$ cat src/rtl/vcr_pkg.sv
package vcr_pkg;

    typedef enum logic {
        IVC_WAIT_HEAD = 1'b0,
        IVC_STREAM    = 1'b1
    } ivc_state_e;

    typedef enum logic {
        OVC_FREE = 1'b0,
        OVC_HELD = 1'b1
    } ovc_state_e;

endpackage

$ cat src/rtl/vcr_rr_arb.sv
module vcr_rr_arb #(
    parameter int N = 4,
    localparam int IW = (N > 1) ? $clog2(N) : 1
) (
    input  logic          clk,
    input  logic          rst_n,
    input  logic [N-1:0]  req,
    input  logic          advance,
    output logic [N-1:0]  gnt,
    output logic [IW-1:0] gnt_idx,
    output logic          any
);

    logic [IW-1:0] ptr_q;

    always_comb begin
        int idx;
        gnt     = '0;
        gnt_idx = '0;
        any     = 1'b0;
        for (int k = 0; k < N; k++) begin
            idx = int'(ptr_q) + k;
            if (idx >= N) idx = idx - N;
            if (!any && req[idx]) begin
                any      = 1'b1;
                gnt[idx] = 1'b1;
                gnt_idx  = IW'(idx);
            end
        end
    end

    always_ff @(posedge clk or negedge rst_n) begin
        if (!rst_n) begin
            ptr_q <= '0;
        end else if (advance && any) begin
            ptr_q <= (gnt_idx == IW'(N - 1)) ? '0 : gnt_idx + IW'(1);
        end
    end

    assert_grant_onehot_R8: assert property (@(posedge clk) disable iff (!rst_n)
        $onehot0(gnt));

    assert_grant_to_requester_R8: assert property (@(posedge clk) disable iff (!rst_n)
        (gnt & ~req) == '0);

    assert_no_idle_with_request_R9: assert property (@(posedge clk) disable iff (!rst_n)
        (req != '0) |-> any);

endmodule

$ cat src/rtl/vcr_in_vc.sv
module vcr_in_vc
    import vcr_pkg::*;
#(
    parameter int FLIT_W = 16,
    parameter int DST_W  = 3,
    parameter int PORT_W = 2,
    parameter int DEPTH  = 4,
    localparam int AW = (DEPTH > 1) ? $clog2(DEPTH) : 1,
    localparam int CW = $clog2(DEPTH + 1)
) (
    input  logic              clk,
    input  logic              rst_n,
    input  logic              wr_en,
    input  logic              wr_head,
    input  logic              wr_tail,
    input  logic [DST_W-1:0]  wr_dst,
    input  logic [FLIT_W-1:0] wr_data,
    input  logic              rd_en,
    input  logic [PORT_W-1:0] lookup_port,
    output logic              hd_valid,
    output logic              hd_head,
    output logic              hd_tail,
    output logic [DST_W-1:0]  hd_dst,
    output logic [FLIT_W-1:0] hd_data,
    output logic [PORT_W-1:0] tgt_port
);

    logic              mem_head [DEPTH];
    logic              mem_tail [DEPTH];
    logic [DST_W-1:0]  mem_dst  [DEPTH];
    logic [FLIT_W-1:0] mem_data [DEPTH];

    logic [AW-1:0] wr_ptr_q, rd_ptr_q;
    logic [CW-1:0] count_q;

    ivc_state_e        state_q, state_n;
    logic [PORT_W-1:0] route_q, route_n;

    always_ff @(posedge clk) begin
        if (wr_en) begin
            mem_head[wr_ptr_q] <= wr_head;
            mem_tail[wr_ptr_q] <= wr_tail;
            mem_dst[wr_ptr_q]  <= wr_dst;
            mem_data[wr_ptr_q] <= wr_data;
        end
    end

    always_ff @(posedge clk or negedge rst_n) begin
        if (!rst_n) begin
            wr_ptr_q <= '0;
            rd_ptr_q <= '0;
            count_q  <= '0;
        end else begin
            if (wr_en) wr_ptr_q <= (wr_ptr_q == AW'(DEPTH - 1)) ? '0 : wr_ptr_q + AW'(1);
            if (rd_en) rd_ptr_q <= (rd_ptr_q == AW'(DEPTH - 1)) ? '0 : rd_ptr_q + AW'(1);
            if (wr_en && !rd_en)      count_q <= count_q + CW'(1);
            else if (!wr_en && rd_en) count_q <= count_q - CW'(1);
        end
    end

    assign hd_valid = (count_q != '0);
    assign hd_head  = mem_head[rd_ptr_q];
    assign hd_tail  = mem_tail[rd_ptr_q];
    assign hd_dst   = mem_dst[rd_ptr_q];
    assign hd_data  = mem_data[rd_ptr_q];

    // packet-ownership state register
    always_ff @(posedge clk or negedge rst_n) begin
        if (!rst_n) begin
            state_q <= IVC_WAIT_HEAD;
            route_q <= '0;
        end else begin
            state_q <= state_n;
            route_q <= route_n;
        end
    end

    always_comb begin
        state_n = state_q;
        route_n = route_q;
        unique case (state_q)
            IVC_WAIT_HEAD: begin
                if (rd_en && hd_head && !hd_tail) begin
                    state_n = IVC_STREAM;
                    route_n = lookup_port;
                end
            end
            IVC_STREAM: begin
                if (rd_en && hd_tail) state_n = IVC_WAIT_HEAD;
            end
        endcase
    end

    // outputs
    always_comb begin
        tgt_port = (state_q == IVC_STREAM) ? route_q : lookup_port;
    end

    assert_no_overflow_R4: assert property (@(posedge clk) disable iff (!rst_n)
        wr_en |-> (count_q != CW'(DEPTH)) || rd_en);

    assert_no_underflow_R9: assert property (@(posedge clk) disable iff (!rst_n)
        rd_en |-> hd_valid);

    assert_head_matches_state_R7: assert property (@(posedge clk) disable iff (!rst_n)
        hd_valid |-> (hd_head == (state_q == IVC_WAIT_HEAD)));

endmodule

$ cat src/rtl/vcr_out_vc.sv
module vcr_out_vc
    import vcr_pkg::*;
#(
    parameter int DEPTH  = 4,
    parameter int PORT_W = 2,
    localparam int CW = $clog2(DEPTH + 1)
) (
    input  logic              clk,
    input  logic              rst_n,
    input  logic              send,
    input  logic              send_head,
    input  logic              send_tail,
    input  logic [PORT_W-1:0] send_src,
    input  logic              credit_ret,
    output logic              has_credit,
    output logic              held,
    output logic [PORT_W-1:0] owner
);

    ovc_state_e        state_q, state_n;
    logic [PORT_W-1:0] owner_q, owner_n;
    logic [CW-1:0]     cred_q, cred_n;

    // state register
    always_ff @(posedge clk or negedge rst_n) begin
        if (!rst_n) begin
            state_q <= OVC_FREE;
            owner_q <= '0;
            cred_q  <= CW'(DEPTH);
        end else begin
            state_q <= state_n;
            owner_q <= owner_n;
            cred_q  <= cred_n;
        end
    end

    always_comb begin
        state_n = state_q;
        owner_n = owner_q;
        unique case (state_q)
            OVC_FREE: begin
                if (send && send_head && !send_tail) begin
                    state_n = OVC_HELD;
                    owner_n = send_src;
                end
            end
            OVC_HELD: begin
                if (send && send_tail) state_n = OVC_FREE;
            end
        endcase

        unique case ({send, credit_ret})
            2'b10:   cred_n = cred_q - CW'(1);
            2'b01:   cred_n = cred_q + CW'(1);
            default: cred_n = cred_q;
        endcase
    end

    // outputs
    always_comb begin
        has_credit = (cred_q != '0);
        held       = (state_q == OVC_HELD);
        owner      = owner_q;
    end

    assert_no_send_without_credit_R5: assert property (@(posedge clk) disable iff (!rst_n)
        send |-> (cred_q != '0));

    assert_no_overflow_R6: assert property (@(posedge clk) disable iff (!rst_n)
        (credit_ret && !send) |-> (cred_q < CW'(DEPTH)));

    assert_owner_only_R7: assert property (@(posedge clk) disable iff (!rst_n)
        (state_q == OVC_HELD && send) |-> (send_src == owner_q && !send_head));

endmodule

$ cat src/rtl/vc_router.sv
module vc_router
    import vcr_pkg::*;
#(
    parameter int PORTS     = 4,
    parameter int VCS       = 2,
    parameter int FLIT_W    = 16,
    parameter int BUF_DEPTH = 4,
    parameter int DST_W     = 3,
    localparam int PORT_W  = (PORTS > 1) ? $clog2(PORTS) : 1,
    localparam int VC_W    = (VCS > 1) ? $clog2(VCS) : 1,
    localparam int NUM_DST = 1 << DST_W
) (
    input  logic                      clk,
    input  logic                      rst_n,
    input  logic [NUM_DST*PORT_W-1:0] route_table,
    input  logic [PORTS-1:0]          rx_valid,
    input  logic [PORTS-1:0]          rx_head,
    input  logic [PORTS-1:0]          rx_tail,
    input  logic [PORTS*VC_W-1:0]     rx_vc,
    input  logic [PORTS*DST_W-1:0]    rx_dst,
    input  logic [PORTS*FLIT_W-1:0]   rx_data,
    output logic [PORTS-1:0]          rx_credit,
    output logic [PORTS*VC_W-1:0]     rx_credit_vc,
    output logic [PORTS-1:0]          tx_valid,
    output logic [PORTS-1:0]          tx_head,
    output logic [PORTS-1:0]          tx_tail,
    output logic [PORTS*VC_W-1:0]     tx_vc,
    output logic [PORTS*DST_W-1:0]    tx_dst,
    output logic [PORTS*FLIT_W-1:0]   tx_data,
    input  logic [PORTS-1:0]          tx_credit,
    input  logic [PORTS*VC_W-1:0]     tx_credit_vc
);

    // input VC buffer heads
    logic              hd_valid [PORTS][VCS];
    logic              hd_head  [PORTS][VCS];
    logic              hd_tail  [PORTS][VCS];
    logic [DST_W-1:0]  hd_dst   [PORTS][VCS];
    logic [FLIT_W-1:0] hd_data  [PORTS][VCS];
    logic [PORT_W-1:0] tgt      [PORTS][VCS];
    logic [PORT_W-1:0] lookup   [PORTS][VCS];
    logic              wr_en    [PORTS][VCS];
    logic              rd_en    [PORTS][VCS];

    // output VC status
    logic              ovc_credit [PORTS][VCS];
    logic              ovc_held   [PORTS][VCS];
    logic [PORT_W-1:0] ovc_owner  [PORTS][VCS];
    logic              ovc_send   [PORTS][VCS];
    logic              ovc_ret    [PORTS][VCS];

    // allocation
    logic [VCS-1:0]    elig_vec  [PORTS];
    logic [VCS-1:0]    in_gnt    [PORTS];
    logic [VC_W-1:0]   sel_v     [PORTS];
    logic              in_any    [PORTS];
    logic [PORT_W-1:0] sel_o     [PORTS];
    logic [PORTS-1:0]  out_req   [PORTS];
    logic [PORTS-1:0]  out_gnt   [PORTS];
    logic [PORT_W-1:0] out_idx   [PORTS];
    logic              out_any   [PORTS];
    logic [PORTS-1:0]  in_col    [PORTS];
    logic [PORTS-1:0]  sent;

    // switch mux
    logic              mx_head [PORTS];
    logic              mx_tail [PORTS];
    logic [VC_W-1:0]   mx_vc   [PORTS];
    logic [DST_W-1:0]  mx_dst  [PORTS];
    logic [FLIT_W-1:0] mx_data [PORTS];

    // output registers
    logic              tx_valid_q [PORTS];
    logic              tx_head_q  [PORTS];
    logic              tx_tail_q  [PORTS];
    logic [VC_W-1:0]   tx_vc_q    [PORTS];
    logic [DST_W-1:0]  tx_dst_q   [PORTS];
    logic [FLIT_W-1:0] tx_data_q  [PORTS];
    logic              rx_cr_q    [PORTS];
    logic [VC_W-1:0]   rx_cr_vc_q [PORTS];

    always_comb begin
        for (int i = 0; i < PORTS; i++) begin
            for (int v = 0; v < VCS; v++) begin
                wr_en[i][v]  = rx_valid[i] && (rx_vc[i*VC_W +: VC_W] == VC_W'(v));
                rd_en[i][v]  = sent[i] && (sel_v[i] == VC_W'(v));
                lookup[i][v] = route_table[int'(hd_dst[i][v])*PORT_W +: PORT_W];
            end
        end
    end

    generate
        for (genvar gi = 0; gi < PORTS; gi++) begin : g_in
            for (genvar gv = 0; gv < VCS; gv++) begin : g_vc
                vcr_in_vc #(
                    .FLIT_W (FLIT_W),
                    .DST_W  (DST_W),
                    .PORT_W (PORT_W),
                    .DEPTH  (BUF_DEPTH)
                ) u_buf (
                    .clk         (clk),
                    .rst_n       (rst_n),
                    .wr_en       (wr_en[gi][gv]),
                    .wr_head     (rx_head[gi]),
                    .wr_tail     (rx_tail[gi]),
                    .wr_dst      (rx_dst[gi*DST_W +: DST_W]),
                    .wr_data     (rx_data[gi*FLIT_W +: FLIT_W]),
                    .rd_en       (rd_en[gi][gv]),
                    .lookup_port (lookup[gi][gv]),
                    .hd_valid    (hd_valid[gi][gv]),
                    .hd_head     (hd_head[gi][gv]),
                    .hd_tail     (hd_tail[gi][gv]),
                    .hd_dst      (hd_dst[gi][gv]),
                    .hd_data     (hd_data[gi][gv]),
                    .tgt_port    (tgt[gi][gv])
                );
            end

            vcr_rr_arb #(.N(VCS)) u_vc_arb (
                .clk     (clk),
                .rst_n   (rst_n),
                .req     (elig_vec[gi]),
                .advance (sent[gi]),
                .gnt     (in_gnt[gi]),
                .gnt_idx (sel_v[gi]),
                .any     (in_any[gi])
            );

            assert_one_output_per_input_R9: assert property (@(posedge clk) disable iff (!rst_n)
                $onehot0(in_col[gi]));
        end

        for (genvar go = 0; go < PORTS; go++) begin : g_out
            for (genvar gv = 0; gv < VCS; gv++) begin : g_vc
                vcr_out_vc #(
                    .DEPTH  (BUF_DEPTH),
                    .PORT_W (PORT_W)
                ) u_ovc (
                    .clk        (clk),
                    .rst_n      (rst_n),
                    .send       (ovc_send[go][gv]),
                    .send_head  (mx_head[go]),
                    .send_tail  (mx_tail[go]),
                    .send_src   (out_idx[go]),
                    .credit_ret (ovc_ret[go][gv]),
                    .has_credit (ovc_credit[go][gv]),
                    .held       (ovc_held[go][gv]),
                    .owner      (ovc_owner[go][gv])
                );
            end

            vcr_rr_arb #(.N(PORTS)) u_port_arb (
                .clk     (clk),
                .rst_n   (rst_n),
                .req     (out_req[go]),
                .advance (1'b1),
                .gnt     (out_gnt[go]),
                .gnt_idx (out_idx[go]),
                .any     (out_any[go])
            );

            assign tx_valid[go]                    = tx_valid_q[go];
            assign tx_head[go]                     = tx_head_q[go];
            assign tx_tail[go]                     = tx_tail_q[go];
            assign tx_vc[go*VC_W +: VC_W]          = tx_vc_q[go];
            assign tx_dst[go*DST_W +: DST_W]       = tx_dst_q[go];
            assign tx_data[go*FLIT_W +: FLIT_W]    = tx_data_q[go];
            assign rx_credit[go]                   = rx_cr_q[go];
            assign rx_credit_vc[go*VC_W +: VC_W]   = rx_cr_vc_q[go];

            assert_route_from_table_R2: assert property (@(posedge clk) disable iff (!rst_n)
                (out_any[go] && mx_head[go]) |->
                    (route_table[int'(mx_dst[go])*PORT_W +: PORT_W] == PORT_W'(go)));
        end
    endgenerate

    // eligibility: flit present, credit available, head may claim only a free output VC
    always_comb begin
        int o;
        for (int i = 0; i < PORTS; i++) begin
            for (int v = 0; v < VCS; v++) begin
                o = int'(tgt[i][v]);
                elig_vec[i][v] = hd_valid[i][v] && ovc_credit[o][v] &&
                                 (!hd_head[i][v] || !ovc_held[o][v]);
            end
        end
    end

    always_comb begin
        for (int i = 0; i < PORTS; i++) begin
            sel_o[i] = tgt[i][sel_v[i]];
        end
        for (int o = 0; o < PORTS; o++) begin
            for (int i = 0; i < PORTS; i++) begin
                out_req[o][i] = in_any[i] && (sel_o[i] == PORT_W'(o));
                in_col[i][o]  = out_gnt[o][i];
            end
        end
        for (int i = 0; i < PORTS; i++) begin
            sent[i] = (in_col[i] != '0);
        end
    end

    always_comb begin
        int w;
        int wv;
        for (int o = 0; o < PORTS; o++) begin
            w          = int'(out_idx[o]);
            wv         = int'(sel_v[w]);
            mx_vc[o]   = sel_v[w];
            mx_head[o] = hd_head[w][wv];
            mx_tail[o] = hd_tail[w][wv];
            mx_dst[o]  = hd_dst[w][wv];
            mx_data[o] = hd_data[w][wv];
            for (int v = 0; v < VCS; v++) begin
                ovc_send[o][v] = out_any[o] && (mx_vc[o] == VC_W'(v));
                ovc_ret[o][v]  = tx_credit[o] && (tx_credit_vc[o*VC_W +: VC_W] == VC_W'(v));
            end
        end
    end

    always_ff @(posedge clk or negedge rst_n) begin
        if (!rst_n) begin
            for (int o = 0; o < PORTS; o++) begin
                tx_valid_q[o] <= 1'b0;
                tx_head_q[o]  <= 1'b0;
                tx_tail_q[o]  <= 1'b0;
                tx_vc_q[o]    <= '0;
                tx_dst_q[o]   <= '0;
                tx_data_q[o]  <= '0;
                rx_cr_q[o]    <= 1'b0;
                rx_cr_vc_q[o] <= '0;
            end
        end else begin
            for (int o = 0; o < PORTS; o++) begin
                tx_valid_q[o] <= out_any[o];
                if (out_any[o]) begin
                    tx_head_q[o] <= mx_head[o];
                    tx_tail_q[o] <= mx_tail[o];
                    tx_vc_q[o]   <= mx_vc[o];
                    tx_dst_q[o]  <= mx_dst[o];
                    tx_data_q[o] <= mx_data[o];
                end
            end
            for (int i = 0; i < PORTS; i++) begin
                rx_cr_q[i]    <= sent[i];
                rx_cr_vc_q[i] <= sel_v[i];
            end
        end
    end

endmodule

$ cat config.mk
export PLATFORM = sky130hd
export DESIGN_NAME = vc_router
export DESIGN_NICKNAME = d
export VERILOG_FILES = /design/src/rtl/vcr_pkg.sv /design/src/rtl/vcr_rr_arb.sv /design/src/rtl/vcr_in_vc.sv /design/src/rtl/vcr_out_vc.sv /design/src/rtl/vc_router.sv
export SDC_FILE = /design/constraint.sdc
export NUM_CORES = 2
export LEC_CHECK = 0
export ABC_CLOCK_PERIOD_IN_PS = 6400
export BUFFER_PORTS_ARGS = -buffer_cell sky130_fd_sc_hd__buf_2
export CORE_MARGIN = 5
export CORE_UTILIZATION = 40
export CTS_BUF_LIST = sky130_fd_sc_hd__clkbuf_16
export CTS_CLUSTER_DIAMETER = 100
export CTS_CLUSTER_SIZE = 28
export DETAILED_ROUTE_END_ITERATION = 8
export RECOVER_POWER = 25
export SYNTH_ARGS = -nofsm -noshare
export SYNTH_HDL_FRONTEND = slang
export SYNTH_SLANG_ARGS = --single-unit
export TNS_END_PERCENT = 10
$ cat constraint.sdc
create_clock -name clk -period 6.4 [get_ports clk]
set_clock_uncertainty 0.2 [all_clocks]
set_input_delay 0.32 -clock clk [delete_from_list [all_inputs] [get_ports clk]]
set_output_delay 0.32 -clock clk [all_outputs]
set_load 0.01 [all_outputs]
==> qor.yml <==
synth:
  syn_area_sq_mm: 0.0452
  synth_edf_count: 672
  post-synth-top-count-cell: "edfxtp_1"
  yosysTopAreaCell: "edfxtp_1"
  async_reset_ff_frac: 0.250
  yosys-top-cells-area: "edfxtp_1, dfrtp_1, mux4_2, mux2i_1, ha_1"
  yosys_warnings: 0
  netlist.area_leader.share: 0.446
  synthTopCellsByCount: "edfxtp_1, mux2i_1, nand2_1"
  ys_ff_latch: 896
  synth_cells: 3251
  synthesis.nets: 3473
  avgSynthCellArea_sq_um: 13.9
  ys_types: 95
  synthFlopType: "edfxtp_1"
  synth_seq_area_share: 0.570
detailed_routing:
  drt-wirelength-per-cell_um: 28.2
  drt-initial-drc-count: 3114
  totalWireLength_mm: 146
  firstDrtPassIters: 6
  num_vias: 30500
  antenna_left: 0
  vias_per_cell: 5.88
  drc: 0
final_layout:
  drive_above_1_share: 0.218
  nNetsFinal: 3862
  regArea_sq_mm: 0.0258
  n_fill_cell: 10100
  multi_input_area_sq_mm: 0.0186
  design_area_sq_mm: 0.0518
  final_cells: 5184
  syn2layout_area_growth_pct: 14.6
timing:
  hold_viol: 0
  finalCritPeriodShare: 0.972
  fin_setup_tns_ns: 0
  report.final.setup_viol: 0
  tightestPinTransition_ns: 1.06
  setup_slack_ns: 0.178
  fmax_mhz: 161
  final_max_slew_viol_count: 0
  fin_crit_ns: 6.22
  relSlewSlack: 0.286
critical_path:
  r2r_start: "g_in[0].g_vc[0].u_buf.rd_ptr_q[0]$_DFFE_PN0P_"
  worstPathArrival_ns: 6.59
  end_kind: "flop"
  r2r_cells: 22
  path_class: "reg -> reg"
  crit_start: "g_in[0].g_vc[0].u_buf.rd_ptr_q[0]$_DFFE_PN0P_"
  cp.required_ns: 6.76
  start_kind: "flop"
  crit_fanout: 6
grt:
  track_usage: 0.235
  grt_pass1_vias: 29500
  grt_pass1_wl_mm: 209
  antenna_found_initial: 22
  grt-ovfl-total: 0
  grt_max_degree: 95
placed_design:
  placed_cell_area_sq_mm: 0.0488
  post-place-ws_ns: -0.0525
  dp_hpwl_mm: 106
  gp_congestion: 0.993
  portBuffers: 217
  dp.cells: 4958
cts:
  clk_latency_ns: 0.67
  htreeDepth: 2
  cts.clk_slew.worst_paths_ns: 0.11
  cts.path.max_buffers: 3
  cts_tree: "built"
  cts-buffers-inserted: 44
  clock-sinks: 896
  ctsRootBufferMaster: "clkbuf_16"
worst_hold_path:
  min_path_type: "in -> reg"
  min_delay_path_depth: 4
  hold_start: "rx_valid[3]"
die:
  core_sq_mm: 0.112
  die-width_um: 346
  die_area_sq_mm: 0.120
  num_io_pins: 218
  start_util: 0.403
  num_rows: 123
  die_h_um: 346
run:
  maxCapViolCount: 0
outcome:
  run_status: "completed"
==> final timing paths <==
kind                                                            endpoint  slack (ns)
min                        g_in[3].g_vc[0].u_buf.wr_ptr_q[0]$_DFFE_PN0P_       0.002
max in group asynchronous  g_in[3].g_vc[1].u_buf.rd_ptr_q[0]$_DFFE_PN0P_        4.51
max reg2reg                 g_in[3].g_vc[0].u_buf.count_q[2]$_DFFE_PN0P_        0.18
max                         g_in[3].g_vc[0].u_buf.count_q[2]$_DFFE_PN0P_        0.18
min in group asynchronous   g_out[2].g_vc[0].u_ovc.cred_q[1]$_DFFE_PN0P_        0.07
min reg2reg                 g_in[3].g_vc[0].u_buf.count_q[2]$_DFFE_PN0P_        0.27
==> kinds of logic after synthesis <==
family / synth area share
flops: 0.570
simple gates: 0.0816
mux: 0.195
compound gates: 0.0854
buf+inv: 0.0259
fa+ha+maj: 0.0314
xor+xnor: 0.0101
==> area by class of cell <==
class	instances	area share
Multi-Input combinational cell	2079	0.359
Tap cell	1500	0.0362
Antenna cell	10	0.000483
Clock inverter	35	0.00640
Timing Repair Buffer	528	0.0714
Clock buffer	45	0.0217
Inverter	91	0.00659
Sequential cell	896	0.498
==> cells in the final DEF (no fill, tap or decap), drive strengths merged, types with 15 or more instances in the layout <==
cell type	instances
o21ai	91
nor3	36
dfrtp	216
a211o	22
mux4	193
fa	16
mux2i	357
and4	16
a22oi	33
o211ai	25
nand2	254
mux2	80
and2	71
a31oi	60
a22o	24
edfxtp	672
xnor2	19
ha	88
dlygate4sd3	103
nand2b	15
and3	19
nand3	66
buf	364
a21oi	94
nor2	129
nor2b	56
xor2	33
a211oi	83
nand4	15
clkbuf	106
nor4	20
inv	116
==> layer usage <==
| metal | GRT usage | up-vias | wire, um |
|---|---|---|---|
| li1 | - | 13400 | - |
| met1 | 0.312 | 15600 | 59200 |
| met2 | 0.389 | 1172 | 70100 |
| met3 | 0.0386 | 298 | 10100 |
| met4 | 0.0919 | 8 | 6990 |
| met5 | 0 | - | 53 |
==> repair_timing <==
item | 4_1_cts | 5_1_grt
pin swaps | 1 | 18
resized for setup | 1 | 67
cloned | 0 | 1
setup buffers | 3 | 29
setup endpoints to repair | 5 | 62
hold buffers | 103 | 0
hold endpoints to repair | 781 | 0
==> per-stage QoR <==
step                      hold WS [ns]  utilization
after floorplan                 -0.176            -
after global placement           0.218        0.435
after detailed placement         0.228        0.435
after CTS                      0.00115        0.457
after global routing            0.0511        0.461
final                          0.00234        0.461
==> state kept, by name, indices dropped and copies added, names as in the netlist <==
register and cells:
rx_credit 4, g_out.g_vc.u_ovc.held 8, g_in.g_vc.u_buf.mem_dst 96, g_in.g_vc.u_buf.mem_tail 32
tx_head 4, g_in.g_vc.u_buf.wr_ptr_q 16, tx_dst 12, g_in.g_vc.u_buf.route_q 16
rx_credit_vc 4, g_in.u_vc_arb.ptr_q 4, g_out.g_vc.u_ovc.cred_q 24, g_in.g_vc.u_buf.mem_head 32
g_in.g_vc.u_buf.state_q 8, tx_data 64, tx_valid 4, tx_vc 4
g_in.g_vc.u_buf.rd_ptr_q 16, g_in.g_vc.u_buf.mem_data 512, g_out.u_port_arb.ptr_q 8, tx_tail 4
g_in.g_vc.u_buf.count_q 24
==> worst max-delay path, cell delays in order (launching register included) <==
cell and delay [ns]:
dfrtp_2 0.38, mux4_2 0.59, buf_6 0.18, mux2_2 0.28
a22o_4 0.28, o31a_1 0.35, buf_4 0.17, a21o_4 0.22
or4_4 0.53, and2_4 0.20, mux4_2 0.53, nand2_4 0.11
nor2_1 0.06, a2bb2o_1 0.30, nor4_4 0.52, a21oi_2 0.12
inv_1 0.09, ha_1 0.16, inv_1 0.05, fa_1 0.37
xor2_1 0.15, nor2_1 0.12, xor2_1 0.16
Power is left out: the tool's default activity adds up to more than one toggle a clock period on the data nets, which glitch-free logic cannot reach.
